===== config.mk =====
export PLATFORM = sky130hd
export DESIGN_NAME = drv_chain_loader
export DESIGN_NICKNAME = d
export VERILOG_FILES = /design/src/rtl/drv_chain_pkg.sv /design/src/rtl/drv_chain_timer.sv /design/src/rtl/drv_chain_shifter.sv /design/src/rtl/drv_chain_loader.sv
export SDC_FILE = /design/constraint.sdc
export NUM_CORES = 1
export LEC_CHECK = 0
export CAP_MARGIN = 25
export CORE_UTILIZATION = 46
export CTS_CLUSTER_DIAMETER = 150
export DETAILED_ROUTE_END_ITERATION = 12
export GPL_TIMING_DRIVEN = 0
export HOLD_SLACK_MARGIN = 0.06
export PLACE_DENSITY = 0.69
export SLEW_MARGIN = 40
export SYNTH_ARGS = -nofsm -noshare
export SYNTH_HDL_FRONTEND = slang
export SYNTH_HIERARCHICAL = 1
export SYNTH_SLANG_ARGS = --single-unit

===== constraint.sdc =====
create_clock -name clk -period 2.8 [get_ports clk]
set_input_delay 0.84 -clock clk [delete_from_list [all_inputs] [get_ports clk]]
set_output_delay 0.84 -clock clk [all_outputs]
set_load 0.01 [all_outputs]

===== src/rtl/drv_chain_pkg.sv =====
`timescale 1ns/1ps
// Shared types and helpers for the driver-chain loader.
// Assumes all time values are non-negative integers in nanoseconds.
package drv_chain_pkg;

    // Phases of one update sequence.
    typedef enum logic [2:0] {
        PH_IDLE,
        PH_LOW,
        PH_HIGH,
        PH_GAP,
        PH_STB,
        PH_DONE
    } phase_e;

    // Round a time up to whole clock cycles, never less than one.
    function automatic int unsigned ns_to_cyc(input int unsigned t_ns,
                                              input int unsigned per_ns);
        int unsigned c;
        c = (t_ns + per_ns - 1) / per_ns;
        return (c == 0) ? 1 : c;
    endfunction

    // Larger of two counts.
    function automatic int unsigned max_u(input int unsigned a, input int unsigned b);
        return (a > b) ? a : b;
    endfunction

endpackage


===== src/rtl/drv_chain_timer.sv =====
`timescale 1ns/1ps
// Phase timer: loads a count and runs down to zero.
// A phase loaded with N-1 lasts N cycles; expired_o is high in its last cycle.
module drv_chain_timer #(
    parameter int unsigned TW = 6
) (
    input  logic          clk,
    input  logic          rst_n,
    input  logic          load_i,
    input  logic [TW-1:0] load_val_i,
    output logic          expired_o
);

    logic [TW-1:0] cnt_q;

    // Count down toward zero, reload on request.
    always_ff @(posedge clk) begin
        if (!rst_n) begin
            cnt_q <= '0;
        end else if (load_i) begin
            cnt_q <= load_val_i;
        end else if (cnt_q != '0) begin
            cnt_q <= cnt_q - 1'b1;
        end
    end

    assign expired_o = (cnt_q == '0);

endmodule


===== src/rtl/drv_chain_shifter.sv =====
`timescale 1ns/1ps
// Parallel-in, serial-out register with a remaining-bit counter.
// The MSB is the serial output and is a flop, so the data line cannot glitch.
// Assumes W >= 2.
module drv_chain_shifter #(
    parameter int unsigned W = 16
) (
    input  logic         clk,
    input  logic         rst_n,
    input  logic         load_i,
    input  logic         shift_i,
    input  logic [W-1:0] word_i,
    output logic         msb_o,
    output logic         last_o
);

    localparam int unsigned CW = $clog2(W + 1);

    logic [W-1:0]  sh_q;
    logic [CW-1:0] left_q;

    // Capture the word, then move it one place toward the MSB per shift.
    always_ff @(posedge clk) begin
        if (!rst_n) begin
            sh_q <= '0;
        end else if (load_i) begin
            sh_q <= word_i;
        end else if (shift_i) begin
            sh_q <= {sh_q[W-2:0], 1'b0};
        end
    end

    // Track how many bits are still to be clocked out, current one included.
    always_ff @(posedge clk) begin
        if (!rst_n) begin
            left_q <= '0;
        end else if (load_i) begin
            left_q <= CW'(W);
        end else if (shift_i && left_q != '0) begin
            left_q <= left_q - 1'b1;
        end
    end

    assign msb_o  = sh_q[W-1];
    assign last_o = (left_q == CW'(1));

endmodule


===== src/rtl/drv_chain_loader.sv =====
`timescale 1ns/1ps
// Driver-chain loader: serialises an 8*NUM_DEVICES word MSB first onto a
// data/clock pair, waits a clock-to-latch gap, pulses the latch and signals done.
// Every interval is rounded up to whole SYS_CLK_NS cycles. The setup time is
// folded into the low phase, the hold time into the high phase.
// All control outputs are registered from the next-state decode: no extra
// latency and no decode glitches on the pins.
module drv_chain_loader
    import drv_chain_pkg::*;
#(
    parameter int unsigned NUM_DEVICES  = 2,
    parameter int unsigned SYS_CLK_NS   = 5,
    parameter int unsigned T_SETUP_NS   = 75,
    parameter int unsigned T_HOLD_NS    = 75,
    parameter int unsigned T_CLK_HI_NS  = 150,
    parameter int unsigned T_CLK_LO_NS  = 150,
    parameter int unsigned T_BIT_NS     = 150,
    parameter int unsigned T_GAP_NS     = 300,
    parameter int unsigned T_STB_NS     = 100
) (
    input  logic                       clk,
    input  logic                       rst_n,
    input  logic                       valid_i,
    output logic                       ready_o,
    input  logic [8*NUM_DEVICES-1:0]   word_i,
    input  logic                       transparent_i,
    output logic                       ser_data_o,
    output logic                       ser_clk_o,
    output logic                       latch_o,
    output logic                       blank_o,
    output logic                       done_o
);

    localparam int unsigned W        = 8 * NUM_DEVICES;
    localparam int unsigned HI_CYC   = max_u(ns_to_cyc(T_CLK_HI_NS, SYS_CLK_NS),
                                             ns_to_cyc(T_HOLD_NS, SYS_CLK_NS));
    localparam int unsigned LO_BASE  = max_u(ns_to_cyc(T_CLK_LO_NS, SYS_CLK_NS),
                                             ns_to_cyc(T_SETUP_NS, SYS_CLK_NS));
    localparam int unsigned BIT_CYC  = ns_to_cyc(T_BIT_NS, SYS_CLK_NS);
    localparam int unsigned LO_CYC   = (BIT_CYC > HI_CYC + LO_BASE) ? (BIT_CYC - HI_CYC)
                                                                    : LO_BASE;
    localparam int unsigned GAP_CYC  = ns_to_cyc(T_GAP_NS, SYS_CLK_NS);
    localparam int unsigned STB_CYC  = ns_to_cyc(T_STB_NS, SYS_CLK_NS);
    localparam int unsigned MAX_CYC  = max_u(max_u(LO_CYC, HI_CYC), max_u(GAP_CYC, STB_CYC));
    localparam int unsigned TW       = $clog2(MAX_CYC + 1);

    phase_e          phase_q, phase_d;
    logic            mode_q, mode_d;
    logic            accept, shift;
    logic            tmr_load, tmr_zero, last_bit;
    logic [TW-1:0]   tmr_val;
    logic            ready_q, sclk_q, latch_q, blank_q, done_q;

    drv_chain_timer #(.TW(TW)) u_timer (
        .clk        (clk),
        .rst_n      (rst_n),
        .load_i     (tmr_load),
        .load_val_i (tmr_val),
        .expired_o  (tmr_zero)
    );

    drv_chain_shifter #(.W(W)) u_shift (
        .clk     (clk),
        .rst_n   (rst_n),
        .load_i  (accept),
        .shift_i (shift),
        .word_i  (word_i),
        .msb_o   (ser_data_o),
        .last_o  (last_bit)
    );

    // Sequence the phases and arm the timer on every phase entry.
    always_comb begin
        phase_d  = phase_q;
        accept   = 1'b0;
        shift    = 1'b0;
        tmr_load = 1'b0;
        tmr_val  = '0;
        case (phase_q)
            PH_IDLE: begin
                if (valid_i) begin
                    accept   = 1'b1;
                    phase_d  = PH_LOW;
                    tmr_load = 1'b1;
                    tmr_val  = TW'(LO_CYC - 1);
                end
            end
            PH_LOW: begin
                if (tmr_zero) begin
                    phase_d  = PH_HIGH;
                    tmr_load = 1'b1;
                    tmr_val  = TW'(HI_CYC - 1);
                end
            end
            PH_HIGH: begin
                if (tmr_zero) begin
                    tmr_load = 1'b1;
                    if (last_bit) begin
                        phase_d = PH_GAP;
                        tmr_val = TW'(GAP_CYC - 1);
                    end else begin
                        phase_d = PH_LOW;
                        shift   = 1'b1;
                        tmr_val = TW'(LO_CYC - 1);
                    end
                end
            end
            PH_GAP: begin
                if (tmr_zero) begin
                    phase_d  = PH_STB;
                    tmr_load = 1'b1;
                    tmr_val  = TW'(STB_CYC - 1);
                end
            end
            PH_STB: begin
                if (tmr_zero) begin
                    phase_d = PH_DONE;
                end
            end
            PH_DONE: phase_d = PH_IDLE;
            default: phase_d = PH_IDLE;
        endcase
    end

    // Mode is captured with the word and held for the whole update.
    assign mode_d = accept ? transparent_i : mode_q;

    // Phase and mode registers.
    always_ff @(posedge clk) begin
        if (!rst_n) begin
            phase_q <= PH_IDLE;
            mode_q  <= 1'b0;
        end else begin
            phase_q <= phase_d;
            mode_q  <= mode_d;
        end
    end

    // Registered pin decode from the next phase.
    always_ff @(posedge clk) begin
        if (!rst_n) begin
            ready_q <= 1'b1;
            sclk_q  <= 1'b0;
            latch_q <= 1'b0;
            blank_q <= 1'b0;
            done_q  <= 1'b0;
        end else begin
            ready_q <= (phase_d == PH_IDLE);
            sclk_q  <= (phase_d == PH_HIGH);
            latch_q <= mode_d || (phase_d == PH_STB);
            blank_q <= mode_d && ((phase_d == PH_LOW) || (phase_d == PH_HIGH));
            done_q  <= (phase_d == PH_DONE);
        end
    end

    assign ready_o   = ready_q;
    assign ser_clk_o = sclk_q;
    assign latch_o   = latch_q;
    assign blank_o   = blank_q;
    assign done_o    = done_q;

endmodule


==> flow_results.org, run 1 <==
** Run status
- Outcome :: completed

** Detailed routing
- DRT Pass-1 Iters :: 4
- Once detail routing completed, the nets flagged for antenna violations numbered 0.
- Dividing the detail-routed wire length by the instance count gives 12.2 um.
- Summed over all layers, the routed wires come to 3.70 mm.
- For this block, the via count after detailed routing is 1594.
- In the routed design, unresolved DRC markers number 0.
- The first routing iteration left 104 violations.
- After detailed routing, the number of vias per cell comes to 5.24.

** Synth
- Post-Synthesis Mean Instance Area :: ~8.4 um^2
- Post-synthesis cell type count :: 41
- After synthesis, the largest area contributor takes up 38.5% of total cell area.
- Post-synthesis share of cell area spent on xor and xnor gates :: 1.40%
- After synthesis the netlist holds a flip-flop and latch count of 36.
- Cell Area, Synth :: roughly 1900 um^2
- The synthesized netlist devotes 17.7% of its cell area to compound gates.
- Counting flops with a built-in enable in the synthesized netlist gives 0.
- Counting every instance in the synthesized netlist gives 223.
- Most common flop cell mapped by yosys :: sky130_fd_sc_hd__dfxtp_1
- Fraction of synthesized area in multiplexers :: 9.08%
- Sorting the synthesized cells by area gives the leading types as sky130_fd_sc_hd__dfxtp_1, sky130_fd_sc_hd__mux2i_1, sky130_fd_sc_hd__o21ai_0, sky130_fd_sc_hd__and2_1, sky130_fd_sc_hd__nand2_1.
- Synth area leader :: sky130_fd_sc_hd__dfxtp_1
- Post-synthesis adder-cell area fraction :: 2.67%
- For this run, the number of Yosys warnings is 6.
- For this run, the register share of the synthesized area comes to around two fifths.
- Post-synthesis simple-gate area fraction :: 26.0%
- For this run, asynchronously set or reset flops after synthesis account for 0%.
- After synthesis, the largest family of logic cells by area is simple AND/OR/NAND/NOR gates.
- Number of nets in the synthesized netlist :: 247

** Worst setup path
- STA classifies the critical path startpoint as a flip-flop.
- Critical path destination :: u_shift/left_q[3]
- In this run the worst path has a maximum fanout of 10.
- The worst setup path is captured at a flip-flop.
- In this run the critical register-to-register path is launched from u_timer/cnt_q[2].
- Among all stages on the critical path, the largest delay is contributed by sky130_fd_sc_hd__or4b_1.
- CP peak stage delay :: 0.46 ns
- CP Class :: reg2reg
- Data arrival time of the critical path :: 2.87 ns
- Walking the worst path, the cells encountered are or3_1 > buf_2 > nor2_2 > buf_2 > nand3_1 > nor3_4 > or4b_1 > or3_1 > a21oi_1.
- The number of cells on the worst reg-to-reg path is 9.
- Crit Reg-Reg Endpoint :: u_shift/left_q[3]
- Data required time of the worst path :: 3.03 ns
- R2r setup slk :: 0.16 ns
- Setup crit start :: u_timer/cnt_q[2]

** Power
- For this design the static power due to leakage is between 0.8 and 0.9 nW.
- Switching pwr :: 753 uW
- Cell internal power was estimated by the tool at 1.26 mW.
- Power spread over the standard cell area amounts to 869 nW/um^2.
- Sequential group share of total power :: 34.9%
- The clock network burns 22.7% of the power.
- Net switching is 37.4% of the power.
- Gate power share :: between 40% and 50%
- Max VDD drop :: between 0.5 and 0.6 mV
- Power, Total :: 2.01 mW

** Layout
- Reg area :: 721 um^2
- Share of cells above drive strength 1 :: 8.20%
- From synthesis to final layout, the design area changed by 23.6%.
- Commonest cells after routing, fill and taps aside :: sky130_fd_sc_hd__dfxtp_1, sky130_fd_sc_hd__clkdlybuf4s50_1, sky130_fd_sc_hd__nand2_1, sky130_fd_sc_hd__o21ai_0, sky130_fd_sc_hd__mux2i_1
- Ant. Diodes :: 0
- Leaving out fill and tap cells, the most frequent cell in the layout is sky130_fd_sc_hd__dfxtp_1.
- After filler insertion, the fill cell instance count of the layout stands at 348.
- Total area of multi-input combinational cells :: 1080 um^2
- Net count of the finished layout :: 279

** Placement
- The HPWL after detailed placement is 2.61 mm.
- Number of port buffers :: 25
- The congestion estimate from routability-driven global placement came to about 0.8.

** Floorplan
- Boundary Pins :: 26
- The die is ~66 um wide.
- In this run the standard cell core region covers between 3000 and 4000 um^2.
- Floorplan die area :: 4330 um^2
- Once the floorplan was initialized, standard cells occupied 49.7% of the core.
- Vertical die dimension :: between 60 and 70 um
- In this run the core area contains 22 standard-cell rows.

** Timing
- In the final timing run, aggregate negative setup slack is 0 ns.
- In the finished design, the share of the clock period the worst path needs comes to 94.2%.
- On the final layout, the worst clock skew is 0.00678 ns.
- Final-layout worst hold slack :: 0.478 ns
- Setup repair after global routing left no endpoint under its margin.
- Maximum achievable frequency :: 379 MHz
- Setup violations remaining at the end of the flow were counted as 0.
- The max-slew violation count is 0.
- In this run the tightest slew margin relative to its limit is 56.3%.
- Hold Vio Cnt, Final :: 0
- The worst path needs 2.64 ns of the cycle, external delays included.
- For the pin with the worst max-slew slack, the measured transition is 0.653 ns.

** GRT
- First-pass GRT wire length :: 6.53 mm
- Global routing used about a fifth of the available tracks across all layers.
- Largest net degree at the start of global routing :: 17
- Global route overflow :: 0
- The via count of the first global-routing pass is 1436.
- The number of antenna violations at the first check in global routing came to 0.

** Job
- Number of maximum-capacitance violations :: 0

** Clock tree
- The clock net in this run drives a total of 36 sinks.
- Clk slew on worst S/H paths :: about 0.070 ns
- Post-CTS Hold Buffers :: 0
- TritonCTS created 5 clock buffers.
- The clock passes through at most 2 buffers.
- Clock latency of the later-clocked register in the worst-skew pair :: 0.30 ns
- CTS placed an instance of sky130_fd_sc_hd__clkbuf_8 at the clock tree root.
- Clock tree from TritonCTS :: built
- CTS H-tree lvls :: 2

** Worst hold path
- The path class of the tightest hold or removal check is reg2reg.
-- cells in the mapped netlist, drive strengths merged, types with 2 or more instances --
library cell,count
nand3,9
o21a,2
dfxtp,36
buf,6
o311ai,2
a21o,2
mux2i,17
or4b,2
xnor2,2
nor3,4
nor2,11
ha,4
o211ai,3
nor2b,7
a2111oi,2
nand2,22
nor3b,3
clkbuf,7
nand2b,3
inv,8
o21ai,25
or3,3
nor4b,3
a21oi,13
and2,15
-- registers in the layout, indices dropped and copies added (netlist names) --
register,cells
u_shift/sh_q,16
u_shift/left_q,5
blank_o,1
phase_q,3
done_o,1
u_timer/cnt_q,6
ready_o,1
ser_clk_o,1
mode_q,1
latch_o,1
-- worst min path at each step --
stage / to / slack (ns) / depth (start not counted) / start
6_report: u_timer/cnt_q[5] / 0.48 / 2 / u_timer/cnt_q[5]
5_1_grt: u_timer/cnt_q[5] / 0.54 / 2 / u_timer/cnt_q[5]
4_1_cts: u_timer/cnt_q[5] / 0.48 / 2 / u_timer/cnt_q[5]
3_5_place_dp: u_timer/cnt_q[5] / 0.47 / 2 / u_timer/cnt_q[5]
3_3_place_gp: u_timer/cnt_q[5] / 0.46 / 2 / u_timer/cnt_q[5]
2_1_floorplan: u_timer/cnt_q[5] / 0.45 / 2 / u_timer/cnt_q[5]
-- worst max-delay path, delay by kind of cell, from the launching register on --
family / cells / cell delay (ns)
AOI/OAI and AO/OA: 1 / 0.14
buffers and inverters: 2 / 0.41
DFF: 1 / 0.34
and+or+nand+nor: 6 / 1.68
-- per-stage QoR --
stage / utilization, % / cells / instance area [um^2] / setup WS (ns)
after global placement: 57.9 / 296 / 2180 / -0.131
after floorplan: - / 223 / 1870 / 0.219
after detailed placement: 57.9 / 296 / 2180 / -0.144
after global routing: 61.4 / 304 / 2320 / 0.0229
after CTS: 61.0 / 304 / 2300 / 0.0846
final: 61.4 / 304 / 2320 / 0.161
-- cells by family after synthesis --
logic type / count (synthesis)
mux: 17
fa+ha+maj: 4
flops: 36
xor+xnor: 3
buf+inv: 21
simple gates: 87
compound gates: 55
-- metal layers --
metal	routed length [um]	global-route usage [%]
met2	1550	28.3
met5	0	0
met3	159	5.86
met4	59	8.15
met1	1930	27.5
-- area by class of cell --
class,count,share of cell area (%)
Multi-Input combinational cell,166,46.8
Sequential cell,36,31.1
Timing Repair Buffer,25,10.8
Clock buffer,5,2.97
Buffer,13,2.59
Tap cell,48,2.59
Clock inverter,3,1.84
Inverter,8,1.30
-- power by group through the flow --
stage	Clock (mW)	Combinational [mW]	Sequential [mW]
2_1_floorplan	0	0.633	0.703
3_3_place_gp	0	0.838	0.711
3_5_place_dp	0	0.835	0.712
4_1_cts	0.465	0.847	0.702
5_1_grt	0.489	0.966	0.718
6_report	0.457	0.855	0.702
-- what timing repair did --
item | CTS | global route
hold endpoints to repair | 0 | 0
buffers inserted | 0 | 0
endpoints found under the setup margin | 16 | 17
resized for setup | 2 | 3
No activity file was read; power rests on OpenSTA's default activity.
==> run 2: changes to the inputs <==
- ABC_AREA: unset -> 1
- CAP_MARGIN: 25 -> 5
==> flow_results.org, run 2 <==
** Timing
- Static timing analysis puts the maximum clock frequency at 444 MHz.
- Layout Skew :: between 0.003 and 0.004 ns
- The hold violation count in the final report came to 0.
- Slew at the pin closest to its max-slew limit :: roughly 0.56 ns
- The max-slew violation count came to 0.
- Final cycle utilization of the critical path :: 80.5%
- Finish-stage setup viols :: 0
- Setup repair after global routing missed its margin :: no
- Counting I/O delays and the setup requirement, the final critical path takes 2.25 ns.
- Setup total negative slack on the finished layout was measured at 0 ns.
- Tightest slew margin relative to the limit :: 62.5%

** Clock tree
- For this design, the CTS-stage hold fixing added 0 buffers.
- Post-cts repair resize count :: 0
- The clock passes through at most 2 buffers.
- Total CTS buffers :: 5
- The number of setup buffers added after CTS is 0.
- After clock tree synthesis, the clock-pin slew on the worst setup and hold paths is 0.07 ns.
- The H-tree was split into 2 levels.
- Clock tree from TritonCTS :: built
- Clock latency on the worst-skew pair, taken at its later pin, is roughly 0.29 ns.
- Clock tree sinks :: 36
- The root buffer cell chosen for the clock tree is sky130_fd_sc_hd__clkbuf_8.

** Power
- In this run the power density over the cells is 824 nW/um^2.
- Share of power burned in the clock network :: between 10% and 20%
- Of the total power, registers draw 35.8%.
- Internal Dissipation :: 1.16 mW
- Gate power share :: approximately 45%
- Max VDD drop :: 0.402 mV
- The analysis attributes to net switching a power of between 700 and 800 uW.
- Power, Total :: 1.93 mW
- Share of total power consumed by net switching :: 39.9%
- For this design the static power due to leakage is 1.18 nW.

** Synth
- Summing the sequential cell areas from Yosys gives 37.3% of the chip area.
- Of all flip-flops after synthesis, the portion carrying an async set or reset was 0%.
- The cell count after synthesis came out at 285.
- By count the netlist is led by sky130_fd_sc_hd__nand2_1, sky130_fd_sc_hd__inv_1, sky130_fd_sc_hd__dfxtp_1, sky130_fd_sc_hd__nand3_1, sky130_fd_sc_hd__nor2_1.
- Counting distinct cell types in the post-synthesis netlist gives 29.
- Synthesis Warnings :: 6
- Share of the synthesized area in the top cell type :: 37.3%
- Number of nets in the synthesized netlist :: 309
- Post-Synthesis Mean Instance Area :: 6.78 um^2
- Register bit count reported by yosys :: 36
- In this run, synthesis inferred 0 flip-flops with an integrated enable.
- For this run, the leading register cell type out of synthesis is sky130_fd_sc_hd__dfxtp_1.
- The most common cell in the synthesized netlist is sky130_fd_sc_hd__nand2_1.
- Area contributors post-synth :: sky130_fd_sc_hd__dfxtp_1, sky130_fd_sc_hd__nand2_1, sky130_fd_sc_hd__nand3_1, sky130_fd_sc_hd__inv_1, sky130_fd_sc_hd__nor2_1
- The synthesized design spends more area on one cell type than any other, namely sky130_fd_sc_hd__dfxtp_1.
- Cell Area, Synth :: between 1500 and 2000 um^2

** Worst setup path
- In this design, the stage delay of the slowest critical-path cell is 0.42 ns.
- The worst setup path is captured at a flip-flop.
- The most numerous cell type found on the critical path is sky130_fd_sc_hd__inv_2.
- For this design, the slowest cell found on the critical path is sky130_fd_sc_hd__clkdlybuf4s50_1.
- The critical path goes through clkdlybuf4s50_1 > nand3_2 > inv_2 > nor2_1 > nand3_1 > buf_6 > inv_2 > nand4_4 > clkinv_1 > nand2_1 > a21oi_1.
- Data arrival time of the critical path :: 2.46 ns
- STA puts the critical path data required time at 3.01 ns.
- The worst setup path is launched from an input port.
- In this run the register-to-register setup slack is 0.66 ns.
- The worst setup path is of the in2reg kind.
- In this run the worst path has a maximum fanout of 9.

** Floorplan
- Vertical die dimension :: 66.8 um
- Starting utilization of the core area :: between 40% and 50%
- For this design the top-level I/O count stands at 26.
- The core region is around 4000 um^2.
- After floorplanning, the core was divided into 23 placement rows.
- The die is 66.8 um wide.
- Floorplan die area :: about 4500 um^2

** Detailed routing
- In this run the remaining antenna-violating nets after routing total 0.
- Top layer in use :: met4
- After detailed routing, the wire length on met1 is 1.83 mm.
- DRT Pass-1 Iters :: 4
- The final route contains 1712 vias.
- Routed vias/inst :: 4.65
- Total detailed-routing wirelength :: approximately 3.5 mm
- Summed over all nets, wire length on met2 after detailed routing comes to 1.54 mm.
- Detailed-route wire length per cell :: between 9 and 10 um
- The first routing iteration left 111 violations.
- Drt drc :: 0
- Routed met3 length :: 122 um

** Run status
- The flow ran to the end, and the final reports show no timing, DRC or antenna violations.

** GRT
- Largest net degree at the start of global routing :: 17
- Summed over all layers, the global routing overflow is 0.
- Total routing usage reported by global routing :: 17.7%
- Number of global-route vias before repair :: 1452
- First-pass GRT wire length :: 6.04 mm
- The number of antenna violations at the first check in global routing came to 0.

** Job
- Number of maximum-capacitance violations :: 0

** Layout
- The largest registers in the layout are u_shift/sh_q x16, u_timer/cnt_q x6, u_shift/left_q x5.
- At the end of the flow, the number of nets in the layout was roughly 340.
- Ant. Diodes :: 0
- Share of cells above drive strength 1 :: between 10 and 15%
- Most flops, register :: u_shift/sh_q
- After routing the design area is between 2000 and 2500 um^2.
- Syn-to-layout area delta :: 21.0%
- Leaving out fill and tap cells, the most frequent cells in the layout are sky130_fd_sc_hd__nand2_1, sky130_fd_sc_hd__inv_1, sky130_fd_sc_hd__dfxtp_1, sky130_fd_sc_hd__nand3_1, sky130_fd_sc_hd__clkdlybuf4s50_1.
- The register with the most flip-flops in the layout has 16 of them.
- Most frequent standard cell in the layout excluding fill and tap cells :: sky130_fd_sc_hd__nand2_1

** Placement
- The placed instances occupy a cell area of 2240 um^2.
- In this run the tool buffered the top-level ports with 25 buffer cells.
- Once detailed placement completed, the half-perimeter wirelength came to 2.64 mm.
- Final RePlAce weighted congestion :: 0.869

** Worst hold path
- Path type of the worst min-delay path :: reg2reg
## run 2: cell types whose count changed in the layout (fill, tap and decap cells not counted), moves of 5 or more
cell | before | now
sky130_fd_sc_hd__nand2_1 | 22 | 97
sky130_fd_sc_hd__inv_1 | 8 | 37
sky130_fd_sc_hd__nand3_1 | 9 | 30
sky130_fd_sc_hd__o21ai_0 | 22 | 2
sky130_fd_sc_hd__mux2i_1 | 17 | 0
sky130_fd_sc_hd__and2_1 | 15 | 0
sky130_fd_sc_hd__nor2_1 | 10 | 21
sky130_fd_sc_hd__nand2_2 | 0 | 10
sky130_fd_sc_hd__nor2b_1 | 7 | 0
sky130_fd_sc_hd__buf_2 | 6 | 1
sky130_fd_sc_hd__clkbuf_1 | 6 | 1
sky130_fd_sc_hd__inv_2 | 0 | 5
## run 2: worst paths after layout
kind | from | endpoint | cells past startpoint
max | valid_i | u_timer/cnt_q[0] | 11
min | u_shift/sh_q[0] | u_shift/sh_q[0] | 2
max reg2reg | u_timer/cnt_q[0] | u_timer/cnt_q[0] | 14
min reg2reg | u_shift/sh_q[0] | u_shift/sh_q[0] | 2
## run 2: logic make-up (layout without fill, tap and decap cells)
| group | Yosys count | after routing | synth area share, % |
|---|---|---|---|
| and+or+nand+nor | 171 | 171 | 40.8 |
| xor gates and xnor gates | 2 | 2 | 0.907 |
| DFF | 36 | 36 | 37.3 |
| adders and majority gates | 4 | 4 | 2.59 |
| AOI/OAI and AO/OA | 22 | 22 | 6.67 |
| buffers and inverters | 50 | 83 | 11.7 |
## run 2: area by class of cell
cell class	instances	area [um^2]
inverter	43	161
timing repair buffer	25	250
tap	50	62.6
buffer	7	65.1
multi-input combinational	199	985
clock inverter	1	7.51
clock buffer	7	86.3
sequential	36	721
fill	412	1690
## run 2: stage by stage
step | cells | utilization, % | setup WS (ns) | hold WS [ns]
floorplan | 285 | - | 0.890 | 0.439
global route | 368 | 58.0 | 0.386 | 0.512
finish | 368 | 58.0 | 0.547 | 0.478
global placement | 360 | 55.7 | 0.284 | 0.456
CTS | 368 | 58.0 | 0.547 | 0.477
detailed placement | 360 | 55.7 | 0.252 | 0.464
## run 2: critical path, delay by kind of cell
family	cells	cell delay [ns]
compound gates	1	0.13
buf+inv	5	0.83
simple gates	5	0.66
## run 2: metal layers
layer	up-vias	global-route usage [%]
li1	944	-
met2	27	27.7
met3	2	3.60
met5	-	0
met1	739	23.9
met4	0	6.38
## run 2: power by group through the flow
stage	Sequential [mW]	Clock (mW)	Combinational, mW
after floorplan	0.696	0	0.673
after global placement	0.700	0	0.848
after detailed placement	0.701	0	0.859
after CTS	0.690	0.393	0.864
after global routing	0.703	0.407	0.988
final	0.689	0.379	0.859
